## src/rtl/srx_pkg.sv

```systemverilog
package srx_pkg;
  localparam int WLEN_W = 5;

  typedef enum logic [1:0] {
    JUST_RIGHT = 2'd0,
    JUST_LEFT  = 2'd1,
    JUST_I2S   = 2'd2
  } just_e;

  typedef struct packed {
    just_e             just;
    logic [WLEN_W-1:0] wlen;
  } fmt_t;
endpackage

```

## src/rtl/srx_fmt_decode.sv

```systemverilog
module srx_fmt_decode
  import srx_pkg::*;
(
  input  logic [2:0] code_i,
  output fmt_t       fmt_o
);
  always_comb begin
    case (code_i)
      3'b000:  fmt_o = '{just: JUST_RIGHT, wlen: WLEN_W'(16)};
      3'b001:  fmt_o = '{just: JUST_RIGHT, wlen: WLEN_W'(20)};
      3'b010:  fmt_o = '{just: JUST_RIGHT, wlen: WLEN_W'(24)};
      3'b011:  fmt_o = '{just: JUST_LEFT,  wlen: WLEN_W'(24)};
      3'b100:  fmt_o = '{just: JUST_I2S,   wlen: WLEN_W'(16)};
      3'b101:  fmt_o = '{just: JUST_I2S,   wlen: WLEN_W'(24)};
      3'b110:  fmt_o = '{just: JUST_I2S,   wlen: WLEN_W'(20)};
      default: fmt_o = '{just: JUST_LEFT,  wlen: WLEN_W'(20)};
    endcase
  end
endmodule

```

## src/rtl/srx_framer.sv

```systemverilog
module srx_framer
  import srx_pkg::*;
#(
  parameter int OUT_W = 24,
  parameter int CNT_W = 6
) (
  input  logic             clk,
  input  logic             rst,
  input  logic             lrck_i,
  input  logic             sdata_i,
  input  logic             swap_i,
  input  fmt_t             fmt_i,
  output logic             stb_o,
  output logic             stb_left_o,
  output logic [OUT_W-1:0] word_o
);
  localparam int SH_W = $clog2(OUT_W + 1);
  localparam logic [CNT_W-1:0] CNT_MAX = '1;

  logic             lrck_q, primed_q, synced_q;
  logic [OUT_W-1:0] sr_q, sr_next, src, aligned;
  logic [CNT_W-1:0] pos_q, cur_k, last_k;
  logic             trans, is_rj, cap_rj, cap_lj, chan_left;

  assign trans   = primed_q && (lrck_i != lrck_q);
  assign cur_k   = trans ? '0 : pos_q;
  assign sr_next = {sr_q[OUT_W-2:0], sdata_i};
  assign is_rj   = (fmt_i.just == JUST_RIGHT);
  assign last_k  = CNT_W'(fmt_i.wlen) + CNT_W'(fmt_i.just == JUST_I2S) - CNT_W'(1);

  // right-justified: word ends just before the edge, uses the old level
  assign cap_rj    = is_rj && trans && synced_q;
  assign cap_lj    = !is_rj && (synced_q || trans) && (cur_k == last_k);
  assign src       = is_rj ? sr_q : sr_next;
  assign chan_left = is_rj ? (lrck_q ^ swap_i) : (lrck_i ^ swap_i);
  assign aligned   = src << (SH_W'(OUT_W) - SH_W'(fmt_i.wlen));

  always_ff @(posedge clk) begin
    if (rst) begin
      lrck_q     <= 1'b0;
      primed_q   <= 1'b0;
      synced_q   <= 1'b0;
      sr_q       <= '0;
      pos_q      <= '0;
      stb_o      <= 1'b0;
      stb_left_o <= 1'b0;
      word_o     <= '0;
    end else begin
      lrck_q   <= lrck_i;
      primed_q <= 1'b1;
      sr_q     <= sr_next;
      if (trans) synced_q <= 1'b1;
      pos_q    <= (cur_k == CNT_MAX) ? cur_k : cur_k + CNT_W'(1);
      stb_o    <= cap_rj || cap_lj;
      if (cap_rj || cap_lj) begin
        stb_left_o <= chan_left;
        word_o     <= aligned;
      end
    end
  end

  AST_STB_AFTER_SYNC: assert property (@(posedge clk) disable iff (rst)
    stb_o |-> synced_q);

  AST_RJ_ON_EDGE: assert property (@(posedge clk) disable iff (rst)
    (stb_o && $past(is_rj)) |-> $past(trans));
endmodule

```

## src/rtl/srx_pair.sv

```systemverilog
module srx_pair #(
  parameter int OUT_W = 24
) (
  input  logic             clk,
  input  logic             rst,
  input  logic             stb_i,
  input  logic             stb_left_i,
  input  logic [OUT_W-1:0] word_i,
  output logic [OUT_W-1:0] left_o,
  output logic [OUT_W-1:0] right_o,
  output logic             valid_o
);
  logic             have_left_q;
  logic [OUT_W-1:0] left_hold_q;

  always_ff @(posedge clk) begin
    if (rst) begin
      have_left_q <= 1'b0;
      left_hold_q <= '0;
      left_o      <= '0;
      right_o     <= '0;
      valid_o     <= 1'b0;
    end else begin
      valid_o <= 1'b0;
      if (stb_i) begin
        if (stb_left_i) begin
          left_hold_q <= word_i;
          have_left_q <= 1'b1;
        end else if (have_left_q) begin
          left_o      <= left_hold_q;
          right_o     <= word_i;
          valid_o     <= 1'b1;
          have_left_q <= 1'b0;
        end
      end
    end
  end

  AST_PAIR_EMIT: assert property (@(posedge clk) disable iff (rst)
    (stb_i && !stb_left_i && have_left_q) |=> valid_o);

  AST_VALID_PULSE: assert property (@(posedge clk) disable iff (rst)
    valid_o |=> !valid_o);

  AST_OUT_STABLE: assert property (@(posedge clk) disable iff (rst)
    !valid_o |-> ($stable(left_o) && $stable(right_o)));
endmodule

```

## src/rtl/serial_audio_rx.sv

```systemverilog
module serial_audio_rx
  import srx_pkg::*;
#(
  parameter int SAMPLE_W = 24,
  parameter int CNT_W    = 6
) (
  input  logic                bclk,
  input  logic                rst,
  input  logic                lrck,
  input  logic                sdata,
  input  logic [2:0]          fmt_code,
  input  logic                lr_swap,
  output logic [SAMPLE_W-1:0] left_out,
  output logic [SAMPLE_W-1:0] right_out,
  output logic                valid
);
  fmt_t                fmt;
  logic                stb, stb_left;
  logic [SAMPLE_W-1:0] word;

  srx_fmt_decode u_dec (
    .code_i (fmt_code),
    .fmt_o  (fmt)
  );

  srx_framer #(.OUT_W(SAMPLE_W), .CNT_W(CNT_W)) u_framer (
    .clk        (bclk),
    .rst        (rst),
    .lrck_i     (lrck),
    .sdata_i    (sdata),
    .swap_i     (lr_swap),
    .fmt_i      (fmt),
    .stb_o      (stb),
    .stb_left_o (stb_left),
    .word_o     (word)
  );

  srx_pair #(.OUT_W(SAMPLE_W)) u_pair (
    .clk        (bclk),
    .rst        (rst),
    .stb_i      (stb),
    .stb_left_i (stb_left),
    .word_i     (word),
    .left_o     (left_out),
    .right_o    (right_out),
    .valid_o    (valid)
  );
endmodule

```

## config.mk

```make
export PLATFORM = sky130hd
export DESIGN_NAME = serial_audio_rx
export DESIGN_NICKNAME = d
export VERILOG_FILES = /design/src/rtl/srx_pkg.sv /design/src/rtl/srx_fmt_decode.sv /design/src/rtl/srx_framer.sv /design/src/rtl/srx_pair.sv /design/src/rtl/serial_audio_rx.sv
export SDC_FILE = /design/constraint.sdc
export NUM_CORES = 1
export LEC_CHECK = 0
export ABC_AREA = 1
export BUFFER_PORTS_ARGS = -buffer_cell sky130_fd_sc_hd__buf_2
export CORE_ASPECT_RATIO = 1.75
export CORE_UTILIZATION = 45
export CTS_CLUSTER_DIAMETER = 100
export CTS_CLUSTER_SIZE = 16
export DETAILED_ROUTE_END_ITERATION = 10
export GPL_TIMING_DRIVEN = 1
export HOLD_SLACK_MARGIN = 0.02
export PLACE_DENSITY = 0.68
export SKIP_LAST_GASP = 1
export SLEW_MARGIN = 25
export SYNTH_ARGS = -nofsm -noshare
export SYNTH_HDL_FRONTEND = slang
export SYNTH_SLANG_ARGS = --single-unit
```

## constraint.sdc

```tcl
create_clock -name bclk -period 5.81 [get_ports bclk]
set_clock_uncertainty 0.15 [all_clocks]
set_input_delay 0.581 -clock bclk [delete_from_list [all_inputs] [get_ports bclk]]
set_output_delay 0.581 -clock bclk [all_outputs]
set_load 0.02 [all_outputs]
```

==> results.md, run 1 <==
- The run finished with clean final reports.
- The number of diodes is 0.
- The worst path required time is 5.96 ns.
- The post-cts resize count is 0.
- The cell-internal power is 1.66 mW.
- For this block, the routed nets add up to 11.8 mm of wire.
- Along the worst path, the maximum fanout reaches 23.
- The HPWL after detailed placement is 8.23 mm.
- The number of synthesized flops with an enable pin is 0.
- The slew at the pin with the worst max-slew slack is 0.821 ns.
- The final total power is 2.13 mW.
- The share of total power dissipated in the clock network is 0.511.
- For this block, the initial DRC count from the detailed router was 249.
- The register clock-pin slew on the reported worst setup and hold paths is 0.05 ns.
- The max-capacitance violation count is 0.
- The fraction of registers with async set or reset after synthesis is 0.
- The share of total power dissipated in combinational logic is 0.053.
- TritonCTS built the clock tree.
- The count of endpoints failing hold in the final timing report is 0.
- In the finished design, the share of the clock period the worst path needs comes to 0.534.
- Data arrives at the worst endpoint at 3.25 ns.
- The final critical delay including setup and external delays is 3.10 ns.
- The count of cells along the worst register-to-register path is 13.
- The number of buffers inserted for hold repair after clock tree synthesis is 0.
- The worst hold endpoint is u_framer.sr_q[0].
- The average via count per standard cell is 4.98.
- Synthesis produced 773 cells.
- The clock network latency to the later pin of the worst-skew pair is 0.41 ns.
- The number of global-route vias before repair was 4540.
- The die covers 12600 um^2.
- Dividing the synthesized area by the synthesized cell count gives 7.08 um^2.
- The via count of the routed design is 4765.
- The post-synthesis instance area is 5470 um^2.
- The buffer cell driving the clock tree root is clkbuf_16.
- The standard-cell row count is 52.
- The fraction of post-synthesis cell area in the top cell type by area is 0.487.
- The count of buffers added on input and output ports is 56.
- The number of cells on the worst hold path is 3.
- For this run the aggregate overflow at the end of global routing stands at 0.
- In this run the number of H-tree levels came out at 4.
- By startpoint and endpoint, the worst setup path is classified as in -> reg.
- The overall die height is 148 um.
- The portion of the post-synthesis area used by sequential elements is 0.487.
- The clock passes through at most 2 buffers.
- After routing the design area is 6360 um^2.
- For this run, design rule violations remaining after detail routing come to 0.
- The endpoint identified for the worst register-to-register timing path is u_framer.word_o[8].
- The power dissipated by switching net loads is 0.472 mW.
- The wire length per cell after detailed routing is 12.3 um.
- The switching part of the total power is 0.222.
- The most common cell in the synthesized netlist is nor2_1.
- The final setup violation count is 0.
- The share of total power dissipated in sequential elements is 0.436.
- Counting instances in the post-synthesis netlist gives the leading cell types as 235 x nor2_1, 133 x dfxtp_1, 123 x nand2_1.
- Headroom to the max-slew limit came out at 0.453.
- The final core utilization is 0.543.
- The setup check on the worst reg-to-reg path leaves a slack of 3.29 ns.
- The worst slack on hold paths is 0.239 ns.
- The leakage power summed over all cells is 3.13 nW.
- The number of setup buffers added after CTS is 0.
- The top flip-flop cell by instance count after synthesis is dfxtp_1.
- The number of buffers added by the clock tree synthesis step is 17.
- The initial utilization of the core area, before any placement, comes to 0.467.
- Of all cell types, the one taking the most synthesized area is dfxtp_1.
- Once detail routing completed, the nets flagged for antenna violations numbered 0.
- The area of the core region is 11700 um^2.
- The element type at the critical path start is an input port.
- The first detailed-routing pass took 4 iterations.
- The total number of clock tree sinks is 133.
- The critical path launch point is fmt_code[2].
- The signed area change from the synthesized netlist to the final layout is 16.2%.
- Ranked by total cell area, the synthesized netlist is headed by dfxtp_1 49%, nor2_1 16%, o21ai_0 10%.
- In this run the most critical hold path is launched from sdata.
- The die width is 85.3 um.
- Synthesis instantiated 26 different standard cells from the library.
- For this design the ratio of total power to cell area is 335 nW/um^2.
- The placement-stage cell area is 5750 um^2.
- The congestion estimate from routability-driven global placement came to 0.902.
- The fraction of final layout cells sized beyond drive strength 1 is 0.124.
- The number of slew-limit violations in the final report came to 0.
- Setup repair after global routing left no endpoint under its margin.
- The overall routing resource usage is 0.198.
- The worst supply voltage drop on vdd is 205 uV.
- Entering global routing, the biggest net connects 101 pins.
- The total negative slack is 0 ns.
- The kind of path behind the tightest hold check is in -> reg.
- The total nets after synthesis is 783.
- Based on the critical path, the design can be clocked at up to 322 MHz.
- In this run the critical register-to-register path is launched from u_framer.lrck_q.
- The final net count is 818.
- 57 I/O pins were placed.
- The worst setup path is captured at a flip-flop.
- During synthesis, Yosys emitted a total of 0 warnings.
- The number of antenna violations at the first check in global routing is 0.
- The first global-routing pass estimated 20.2 mm of wire.
- Synthesis inferred 133 register bits.
area by class of cell:
type	instances	area, um^2
fillers	1117	5350
flip-flops and latches	133	2660
multi-input cells	543	2400
clock buffers	21	460
repair buffers	62	325
inverters	51	191
well taps	135	169
clock inverters	11	148
cell usage in the layout (no fill, tap or decap), types with 3 or more instances in the layout:
master,synthesis,routed
dfxtp_1,133,133
or2_2,3,3
xor2_1,3,3
nor2_1,235,234
mux2i_1,6,6
o211ai_1,3,3
buf_2,14,56
nor2_2,3,4
clkinvlp_4,0,4
clkbuf_16,0,17
buf_4,1,6
nor3_1,3,3
inv_1,49,49
nand3_1,11,11
nand2_1,123,123
nand3b_1,19,19
o21ai_1,3,3
bufinv_16,0,3
o21ai_0,111,111
a21oi_1,12,12
how the worst max path moves through the flow:
stage,endpoint,cells after the start
detailed placement,u_framer.word_o[8],17
finish,u_framer.word_o[8],17
floorplan,u_framer.word_o[13],17
global placement,u_framer.word_o[0],18
CTS,u_framer.word_o[8],17
global route,u_framer.word_o[13],18
power groups by stage:
stage | clock (mW) | combinational [mW] | sequential [mW]
after detailed placement | 0 | 0.112 | 0.948
after CTS | 1.10 | 0.113 | 0.928
final | 1.09 | 0.113 | 0.928
after floorplan | 0 | 0.0906 | 0.945
after global placement | 0 | 0.110 | 0.948
after global routing | 1.14 | 0.129 | 0.929
metal layers:
layer | vias to the layer above | track usage | wire length (um)
met5 | - | 0 | 0
met1 | 2163 | 0.213 | 5040
met4 | 0 | 0.0867 | 296
met2 | 66 | 0.364 | 6190
met3 | 32 | 0.0458 | 258
li1 | 2504 | - | -
cells by family after synthesis:
| kind of cell | Yosys count | share of synthesized area |
|---|---|---|
| AO/OA/AOI/OAI | 132 | 0.124 |
| XOR/XNOR | 3 | 0.00480 |
| adder cells (fa/ha/maj) | 2 | 0.00457 |
| buffers and inverters | 97 | 0.0746 |
| flip-flops | 133 | 0.487 |
| multiplexers | 6 | 0.0110 |
| AND/OR/NAND/NOR | 400 | 0.295 |
state kept, by name (all words and copies together), names as in the netlist:
register	count
u_framer.lrck_q	1
u_framer.pos_q	6
u_framer.primed_q	1
u_framer.sr_q	24
u_framer.stb_left_o	1
u_framer.stb_o	1
u_framer.synced_q	1
u_framer.word_o	24
u_pair.have_left_q	1
u_pair.left_hold_q	24
u_pair.left_o	24
u_pair.right_o	24
u_pair.valid_o	1
metrics by stage:
stage | setup WS [ns] | instances
2_1_floorplan | 3.21 | 773
3_3_place_gp | 2.44 | 924
3_5_place_dp | 2.30 | 924
4_1_cts | 2.71 | 956
5_1_grt | 2.36 | 956
6_report | 2.71 | 956
worst max-delay path: stages:
cell and delay (ns):
buf_2 0.11, inv_1 0.10, nand2_1 0.10, o21ai_1 0.12, buf_4 0.26, inv_2 0.16
ha_1 0.24, inv_1 0.06, nand4_1 0.13, nand3_1 0.15, nand2_1 0.06, nor2_1 0.12
nand2_1 0.38, nand2_1 0.44, nand2_1 0.10, nand2_1 0.08, nor2_1 0.05
(Power assumes the default switching activity.)
==> inputs of run 2 (changes only) <==
--- a/config.mk
+++ b/config.mk
@@ -14,7 +14,7 @@
 export DETAILED_ROUTE_END_ITERATION = 10
 export GPL_TIMING_DRIVEN = 1
 export HOLD_SLACK_MARGIN = 0.02
-export PLACE_DENSITY = 0.68
+export PLACE_DENSITY = 0.7
 export SKIP_LAST_GASP = 1
 export SLEW_MARGIN = 25
 export SYNTH_ARGS = -nofsm -noshare
==> constraint.sdc (replaced) <==
create_clock -name bclk -period 2.8 [get_ports bclk]
set_clock_uncertainty 0.15 [all_clocks]
set_input_delay 0.28 -clock bclk [delete_from_list [all_inputs] [get_ports bclk]]
set_output_delay 0.28 -clock bclk [all_outputs]
set_load 0.02 [all_outputs]
==> run 2 against run 1 <==
Die area unchanged. Worst setup slack got worse by 2.1 ns. First-iteration DRC count down 21%. Register-to-register slack got worse by 2.5 ns. Highest routed layer unchanged. Largest cell class unchanged. Critical endpoint is now u_framer.stb_left_o. Critical path depth is 3 lower. Sequential power rose by 110%. Clock-buffer cell count decreased by 2. Clock power up 93%. Largest power group unchanged. Sequential share of layout area fell by 0.34 points. Utilization rose by 0.45 points.
==> results.md, run 2 (synthesis results as in run 1) <==
- For this run, the top clock speed supported by timing is 460 MHz.
- The sequential power share is 0.451 (+0.015).
- The clock network power share came to 0.491 (-0.020).
- The deepest clock path buffer count is 2 (unchanged).
- The number of slew-limit violations in the final report came to 0 (unchanged).
- The kind of path behind the tightest hold check is in -> reg.
- The buffers inserted during post-CTS setup optimization was 0 (unchanged).
- The area growth from synthesis to layout is 17.2%.
- The wire length per cell after detailed routing is 12.2 um (-1.1%).
- The number of search-and-repair iterations in the first detailed-routing pass came to 4 (unchanged).
- The cell with the biggest individual delay on the critical path is dlygate4sd3_1.
- The worst supply voltage drop on vdd is 427 uV (+110%).
- The placement-stage cell area is 5820 um^2 (+1.3%).
- The part of the power in combinational logic is 0.058 (+0.005).
- The worst path required time is 2.95 ns (-3.01 ns).
- The number of buffers added by the clock tree synthesis step was 17 (unchanged).
- The fraction of final layout cells sized beyond drive strength 1 was 0.134 (+0.00934).
- The worst setup path is launched from an input port.
- The slew at the pin with the worst max-slew slack is 0.512 ns (-0.309 ns).
- The area of the die is 12600 um^2 (unchanged).
- The routability congestion estimate from global placement came to 0.829 (-8.1%).
- The count of endpoints failing hold in the final timing report is 0 (unchanged).
- The post-cts resize count is 0 (unchanged).
- The number of top-level design ports is 57 (unchanged).
- The biggest fanout along the worst timing path is 12 (-48%).
- The via count of the routed design was 4792 (+0.57%).
- The total number of clock tree sinks was 133 (unchanged).
- The final setup violation count came to 0 (unchanged).
- The max-capacitance violation count is 0 (unchanged).
- The number of buffers inserted for hold repair after clock tree synthesis is 2 (+2).
- The cell repeated most along the worst path is nand2_1.
- The number of placed instances with taps included came to 932 (+0.87%).
- The number of DRC violations after detailed-routing iteration 0 is 197 (-21%).
- The flow ran to the end, and the final reports show no timing, DRC or antenna violations.
- The post-route cell area is 6410 um^2 (+0.83%).
- The post-layout worst setup margin was 0.626 ns (-2.08 ns).
- The HPWL after detailed placement is 8.04 mm (-2.4%).
- The worst slack after detailed placement is 0.428 ns (-1.87 ns).
- The relative slew slack is 0.655 (+0.202).
- The final core utilization was 0.547 (+0.00449).
- The final instance count without filler cells is 966 (+1.0%).
- The data arrival at the endpoint of the critical path came to 2.33 ns (-0.92 ns).
- Setup repair after global routing left no endpoint under its margin.
- The total overflow reported by the global router came to 0 (unchanged).
- The clock network latency to the later pin of the worst-skew pair came to 0.42 ns (about the same).
- The number of global-route vias before repair is 4531 (-0.20%).
- The total negative slack came to 0 ns (unchanged).
- The standard-cell row count is 52 (unchanged).
- The count of nets left with antenna violations after detail routing is 0 (unchanged).
- The global-route wire length before repair is 20.1 mm (-0.27%).
- The critical path class is in -> reg.
- The overall die height is 148 um (unchanged).
- The final total power is 4.27 mW (+100%).
- The power dissipated by switching net loads was 1.02 mW (+120%).
- The residual DRC count is 0 (unchanged).
- The worst setup path is captured at a flip-flop.
- The aggregate routed wire length came to 11.8 mm (about the same).
- The top cell types in the final layout, fill and taps aside, are 234 x nor2_1, 133 x dfxtp_1, 123 x nand2_1.
- The switching part of the total power came to 0.239 (+0.0174).
- The total power per unit cell area is 666 nW/um^2 (+99%).
- The signal on the critical path passes through dlygate4sd3_1 > buf_2 > nand2_1 > nand2_1 > nor2_2 > nor2_1 > nand2_1 > nand3_1 > nor2_1 > nand2_1 > nand2_1 > nand2_1 > nand2_1 > nor2_1.
- The area of the core region is 11700 um^2 (unchanged).
- The number of antenna violations at the first check in global routing is 0 (unchanged).
- The leading cell type in the layout, fill and taps excluded is nor2_1.
- The number of diodes is 0 (unchanged).
- The starting utilization of the core area is 0.467 (unchanged).
- The number of levels in the clock H-tree is 4 (unchanged).
- The average via count per standard cell is 4.96 (-0.47%).
- The final net count is 828 (+1.2%).
- The register clock-pin slew on the reported worst setup and hold paths is 0.05 ns (about the same).
- The critical path buffer and inverter count was 2 (-3).
- The cell-internal power is 3.25 mW (+96%).
- The count of input and output buffers is 56 (unchanged).
- The die width is 85.3 um (unchanged).
- Dividing the final minimum period by the clock period gives 0.776.
- The leakage power summed over all cells was 3.16 nW (+1.0%).
- The largest net degree at the start of global routing is 70 (-31%).
- The stage delay of the slowest cell on the critical path is 0.53 ns (+0.09 ns).
- The cell family with the largest share of critical-path delay is simple AND/OR/NAND/NOR gates.
- The overall routing resource usage is 0.201 (+0.00267).
- TritonCTS built the clock tree.
- The final critical delay including setup and external delays is 2.17 ns.
- The worst slack on hold paths is 0.112 ns (-0.127 ns).
- The root buffer cell chosen for the clock tree is clkbuf_16.
==> run 2: worst paths after layout <==
path                            cells after the start              start                  end  slack (ns)
worst max register to register                     13    u_framer.lrck_q  u_framer.stb_left_o        0.79
worst max-delay path                               14               lrck  u_framer.stb_left_o        0.63
worst min register to register                      2  u_framer.sr_q[12]    u_framer.sr_q[13]        0.29
worst min-delay path                                5            lr_swap  u_framer.stb_left_o        0.11
==> run 2: final cells by class <==
class | instances | area, um^2
sequential | 133 | 2660
inverter | 51 | 191
clock inverter | 13 | 125
clock buffer | 19 | 443
multi-input combinational | 543 | 2400
timing repair buffer | 72 | 418
tap | 135 | 169
fill | 1166 | 5300
==> run 2: worst reg2reg max path, cell delays in order (launching register included) <==
cell and delay [ns]:
dfxtp_1 0.37, nand2_1 0.08, nand2_1 0.07, nor2_2 0.06, nor2_1 0.21, inv_1 0.12, nand2_1 0.08, nand2_1 0.04
nor2_1 0.12, nand2_1 0.09, nand2_1 0.30, nand2_1 0.09, nand2_1 0.08, nor2_1 0.04
==> run 2: routing by layer <==
| layer | routed length, um | part of all wire | global-route usage | up-vias |
|---|---|---|---|---|
| met5 | 0 | 0 | 0 | - |
| li1 | - | - | - | 2525 |
| met1 | 4920 | 0.42 | 0.211 | 2158 |
| met4 | 392 | 0.033 | 0.102 | 0 |
| met3 | 299 | 0.025 | 0.0508 | 31 |
| met2 | 6160 | 0.52 | 0.365 | 78 |
==> run 2: power groups by stage <==
stage	sequential (mW)	combinational (mW)	clock, mW
final	1.93	0.246	2.10
after CTS	1.93	0.247	2.13
after floorplan	1.96	0.188	0
after global routing	1.93	0.281	2.23
after global placement	1.97	0.241	0
after detailed placement	1.97	0.243	0
==> inputs of run 3 (changes only) <==
--- a/config.mk
+++ b/config.mk
@@ -5,7 +5,7 @@
 export SDC_FILE = /design/constraint.sdc
 export NUM_CORES = 1
 export LEC_CHECK = 0
-export ABC_AREA = 1
+export ABC_AREA = 0
 export BUFFER_PORTS_ARGS = -buffer_cell sky130_fd_sc_hd__buf_2
 export CORE_ASPECT_RATIO = 1.75
 export CORE_UTILIZATION = 45
==> constraint.sdc (replaced) <==
create_clock -name bclk -period 1.9 [get_ports bclk]
set_clock_uncertainty 0.15 [all_clocks]
set_input_delay 0.19 -clock bclk [delete_from_list [all_inputs] [get_ports bclk]]
set_output_delay 0.19 -clock bclk [all_outputs]
set_load 0.02 [all_outputs]
==> run 3 against run 2 <==
The flow now finishes with violations (setup timing). Flip-flop and latch count unchanged. Die area up 5.4%. Worst setup slack worse by 0.75 ns. Wire length up 15%. Final area up 14%. Utilization up 3.8 points. Sequential power up 47%. Largest cell class is now multi-input gates. Highest routed layer unchanged.
==> results.md, run 3 <==
- The number of antenna violations at the first check in global routing is 0 (unchanged).
- The max-capacitance violation count was 0 (unchanged).
- The global-route wire length before repair came to 22.4 mm (+11%).
- The total power per unit cell area is 916 nW/um^2 (+38%).
- The number of DRC violations after detailed-routing iteration 0 is 282 (+43%).
- The aggregate routed wire length is 13.5 mm (+15%).
- The total overflow reported by the global router is 0 (unchanged).
- TritonCTS built the clock tree.
- The number of placed instances with taps included is 883 (-5.3%).
- The total negative slack is -0.434 ns (-0.434 ns).
- The number of search-and-repair iterations in the first detailed-routing pass was 5 (+1).
- For this run, the top clock speed supported by timing is 494 MHz.
- The critical path class is reg -> reg.
- The worst slack on hold paths is 0.0570 ns (-0.0545 ns).
- The post-synthesis instance area came to 5770 um^2 (+5.5%).
- The endpoint class of the critical path is a flip-flop.
- The number of diodes came to 0 (unchanged).
- The element type at the critical path start is a flip-flop.
- The number of levels in the clock H-tree is 4 (unchanged).
- The overall die height is 152 um (+2.7%).
- The average cell area after synthesis is 8.43 um^2 (+19%).
- The data arrival at the endpoint of the critical path is 2.18 ns (-0.15 ns).
- The area of the core region is 12500 um^2 (+6.7%).
- The count of nets left with antenna violations after detail routing is 0 (unchanged).
- The number of synthesis warnings is 0 (unchanged).
- The wire length per cell after detailed routing is 14.6 um (+20%).
- Of all cell types, the one taking the most synthesized area is dfxtp_1.
- The deepest clock path buffer count is 2 (unchanged).
- The endpoint of the worst-slack reg-to-reg timing path is u_framer.pos_q[1].
- The number of buffers added by the clock tree synthesis step is 17 (unchanged).
- The portion of the post-synthesis area used by sequential elements is 0.461 (-0.0255).
- The critical path goes through xor2_2 > nand2_2 > and2_4 > ha_4 > nand3_2 > or4b_4 > mux2i_1 > nor2_1.
- The library cell used most frequently in the layout, excluding fill and tap cells, is nand2_1.
- The biggest fanout along the worst timing path is 4 (-8).
- The share of the clock period used by the worst path after layout is 1.06.
- The buffer cell driving the clock tree root is clkbuf_16.
- The average via count per standard cell is 5.42 (+9.3%).
- The startpoint of the most critical hold path is lr_swap.
- The die width came to 87.6 um (+2.7%).
- The worst register-to-register path begins at u_framer.lrck_q.
- The worst hold endpoint is u_framer.stb_left_o.
- The number of global-route vias before repair came to 4807 (+6.1%).
- The total nets after synthesis was 695 (-11%).
- The number of synthesized flops with an enable pin is 0 (unchanged).
- The routability congestion estimate from global placement is 0.890 (+7.4%).
- The overall routing resource usage is 0.213 (+0.0118).
- The fraction of registers with async set or reset after synthesis is 0 (unchanged).
- The final setup violation count is 10 (+10).
- Relative to the synthesized area, the layout overhead comes to 26.8%.
- In the layout the commonest cells are 166 x nand2_1, 132 x dfxtp_1, 100 x a21oi_1.
- The cell-internal power is 5.22 mW (+61%).
- The number of cells on the worst hold path is 4 (-1).
- The part of the power in combinational logic is 0.054 (-0.004).
- The total number of clock tree sinks is 133 (unchanged).
- The final instance count without filler cells came to 926 (-4.1%).
- The number of cells produced by synthesis is 685 (-11%).
- The HPWL after detailed placement came to 9.12 mm (+13%).
- The sequential power share is 0.423 (-0.028).
- The number of fillers in the final layout was 1068 (-8.4%).
- The number of distinct library cell variants in the gate-level netlist after synthesis is 48 (+85%).
- The clock network power share is 0.523 (+0.032).
- The number of storage elements in the synthesis netlist was 133 (unchanged).
- The area of the die is 13300 um^2 (+5.4%).
- The relative slew slack was 0.668 (+0.0134).
- The via count of the routed design is 5022 (+4.8%).
- The register clock-pin slew on the reported worst setup and hold paths is 0.06 ns (about the same).
- The post-layout worst setup margin is -0.123 ns (-0.749 ns).
- The number of top-level design ports is 57 (unchanged).
- By count the netlist is led by 168 x nand2_1, 133 x dfxtp_1, 102 x a21oi_1.
- The cell with the biggest individual delay on the critical path is or4b_4.
- The count of input and output buffers is 56 (unchanged).
- The clock network latency to the later pin of the worst-skew pair was 0.42 ns (about the same).
- The number of slew-limit violations in the final report came to 0 (unchanged).
- The largest net degree at the start of global routing is 70 (unchanged).
- The slew at the pin with the worst max-slew slack is 0.496 ns (-0.0165 ns).
- The most numerous cell in the Yosys netlist is nand2_1.
- The stage delay of the slowest cell on the critical path was 0.58 ns (+0.05 ns).
- The worst slack after detailed placement is -0.567 ns (-0.995 ns).
- The starting utilization of the core area is 0.462 (-0.00523).
- The leakage power summed over all cells is 2.68 nW (-15%).
- The fraction of final layout cells sized beyond drive strength 1 is 0.251 (+0.117).
- The count of cells along the worst register-to-register path came to 8 (-5).
- The tightest min-delay check is of the in -> reg type.
- The count of endpoints failing hold in the final timing report was 0 (unchanged).
- The run finished, with violations left.
- The worst supply voltage drop on vdd is 566 uV (+33%).
- The residual DRC count is 0 (unchanged).
- The standard-cell row count is 54 (+3.8%).
- The switching part of the total power is 0.222 (-0.0171).
- The final net count is 755 (-8.8%).
- In this run the worst setup path begins at u_framer.lrck_q.
- The fraction of post-synthesis cell area in the top cell type by area is 0.461 (-0.0255).
- The top flip-flop cell by instance count after synthesis is dfxtp_1.
- The checks that failed: setup timing.
- The final critical delay including setup and external delays is 2.02 ns.
- The final total power is 6.71 mW (+57%).
- By area the synthesized netlist is led by dfxtp_1 46%, nand2_1 11%, a21oi_1 8.8%.
- Setup repair after global routing could not meet its margin everywhere.
- The power dissipated by switching net loads is 1.49 mW (+46%).
- The worst path required time was 2.05 ns (-0.90 ns).
- The slack of the worst reg-to-reg path was -0.12 ns (-0.91 ns).
==> run 3: changes by cell type in the layout (fill, tap and decap cells not counted), sizes merged, moves of 9 or more <==
cell	delta
mux2i	+21
a21oi	+91
nand3b	-17
nor2b	+25
nor3	+23
inv	-47
nand2b	+9
nor2	-225
o21ai	-97
nand2	+44
a211oi	+19
buf	+27
==> run 3: cell families after synthesis <==
group           synth area share
xor+xnor                  0.0121
compound gates             0.198
simple gates               0.211
mux                       0.0624
buf+inv                   0.0509
flops                      0.461
fa+ha+maj                0.00433
==> run 3: timing repair <==
| item | in CTS | in global routing |
|---|---|---|
| endpoints found under the setup margin | 31 | 32 |
| cloned | 3 | 0 |
| gates resized for setup | 25 | 13 |
| hold buffers | 3 | 0 |
| pin swaps | 11 | 12 |
| endpoints found under the hold margin | 22 | 0 |
| buffers inserted | 6 | 1 |
==> run 3: area by class of cell <==
type | count | area, um^2 | area share
Timing Repair Buffer | 100 | 758 | 0.104
Multi-Input combinational cell | 490 | 3040 | 0.415
Sequential cell | 133 | 2660 | 0.364
Clock inverter | 13 | 194 | 0.0265
Inverter | 3 | 11.3 | 0.00154
Clock buffer | 19 | 443 | 0.0605
Tap cell | 168 | 210 | 0.0287
==> run 3: per-stage QoR <==
step,cell area [um^2],utilization
after floorplan,5890,-
after global placement,6380,0.511
after detailed placement,6380,0.511
after CTS,7300,0.584
after global routing,7320,0.586
final,7320,0.586
==> run 3: worst max-delay path by stage <==
stage / to / slack [ns] / cells after the start
4_1_cts: u_framer.pos_q[1] / -0.15 / 8
6_report: u_framer.pos_q[1] / -0.12 / 8
3_3_place_gp: u_framer.word_o[0] / -0.45 / 11
5_1_grt: u_framer.pos_q[1] / -0.18 / 8
2_1_floorplan: u_framer.word_o[21] / -0.50 / 12
3_5_place_dp: u_framer.word_o[6] / -0.57 / 11
==> run 3: critical path, delay by kind of cell, from the launching register on <==
kind	cells	cell delay, ns
and+or+nand+nor	5	0.97
adders and majority gates	1	0.14
DFF	1	0.33
muxes	1	0.18
xor gates and xnor gates	1	0.16
==> run 3: power by group through the flow <==
stage | Clock, mW | Sequential (mW) | Combinational (mW)
6_report | 3.51 | 2.84 | 0.360
2_1_floorplan | 0 | 2.89 | 0.245
5_1_grt | 3.67 | 2.84 | 0.389
4_1_cts | 3.55 | 2.84 | 0.353
3_5_place_dp | 0 | 2.90 | 0.316
3_3_place_gp | 0 | 2.90 | 0.306
==> run 3: metal layers <==
layer | global-route usage | routed length [um] | vias to the layer above
met1 | 0.228 | 5450 | 2362
met4 | 0.112 | 452 | 0
met5 | 0 | 0 | -
li1 | - | - | 2485
met2 | 0.379 | 7130 | 134
met3 | 0.0445 | 498 | 41
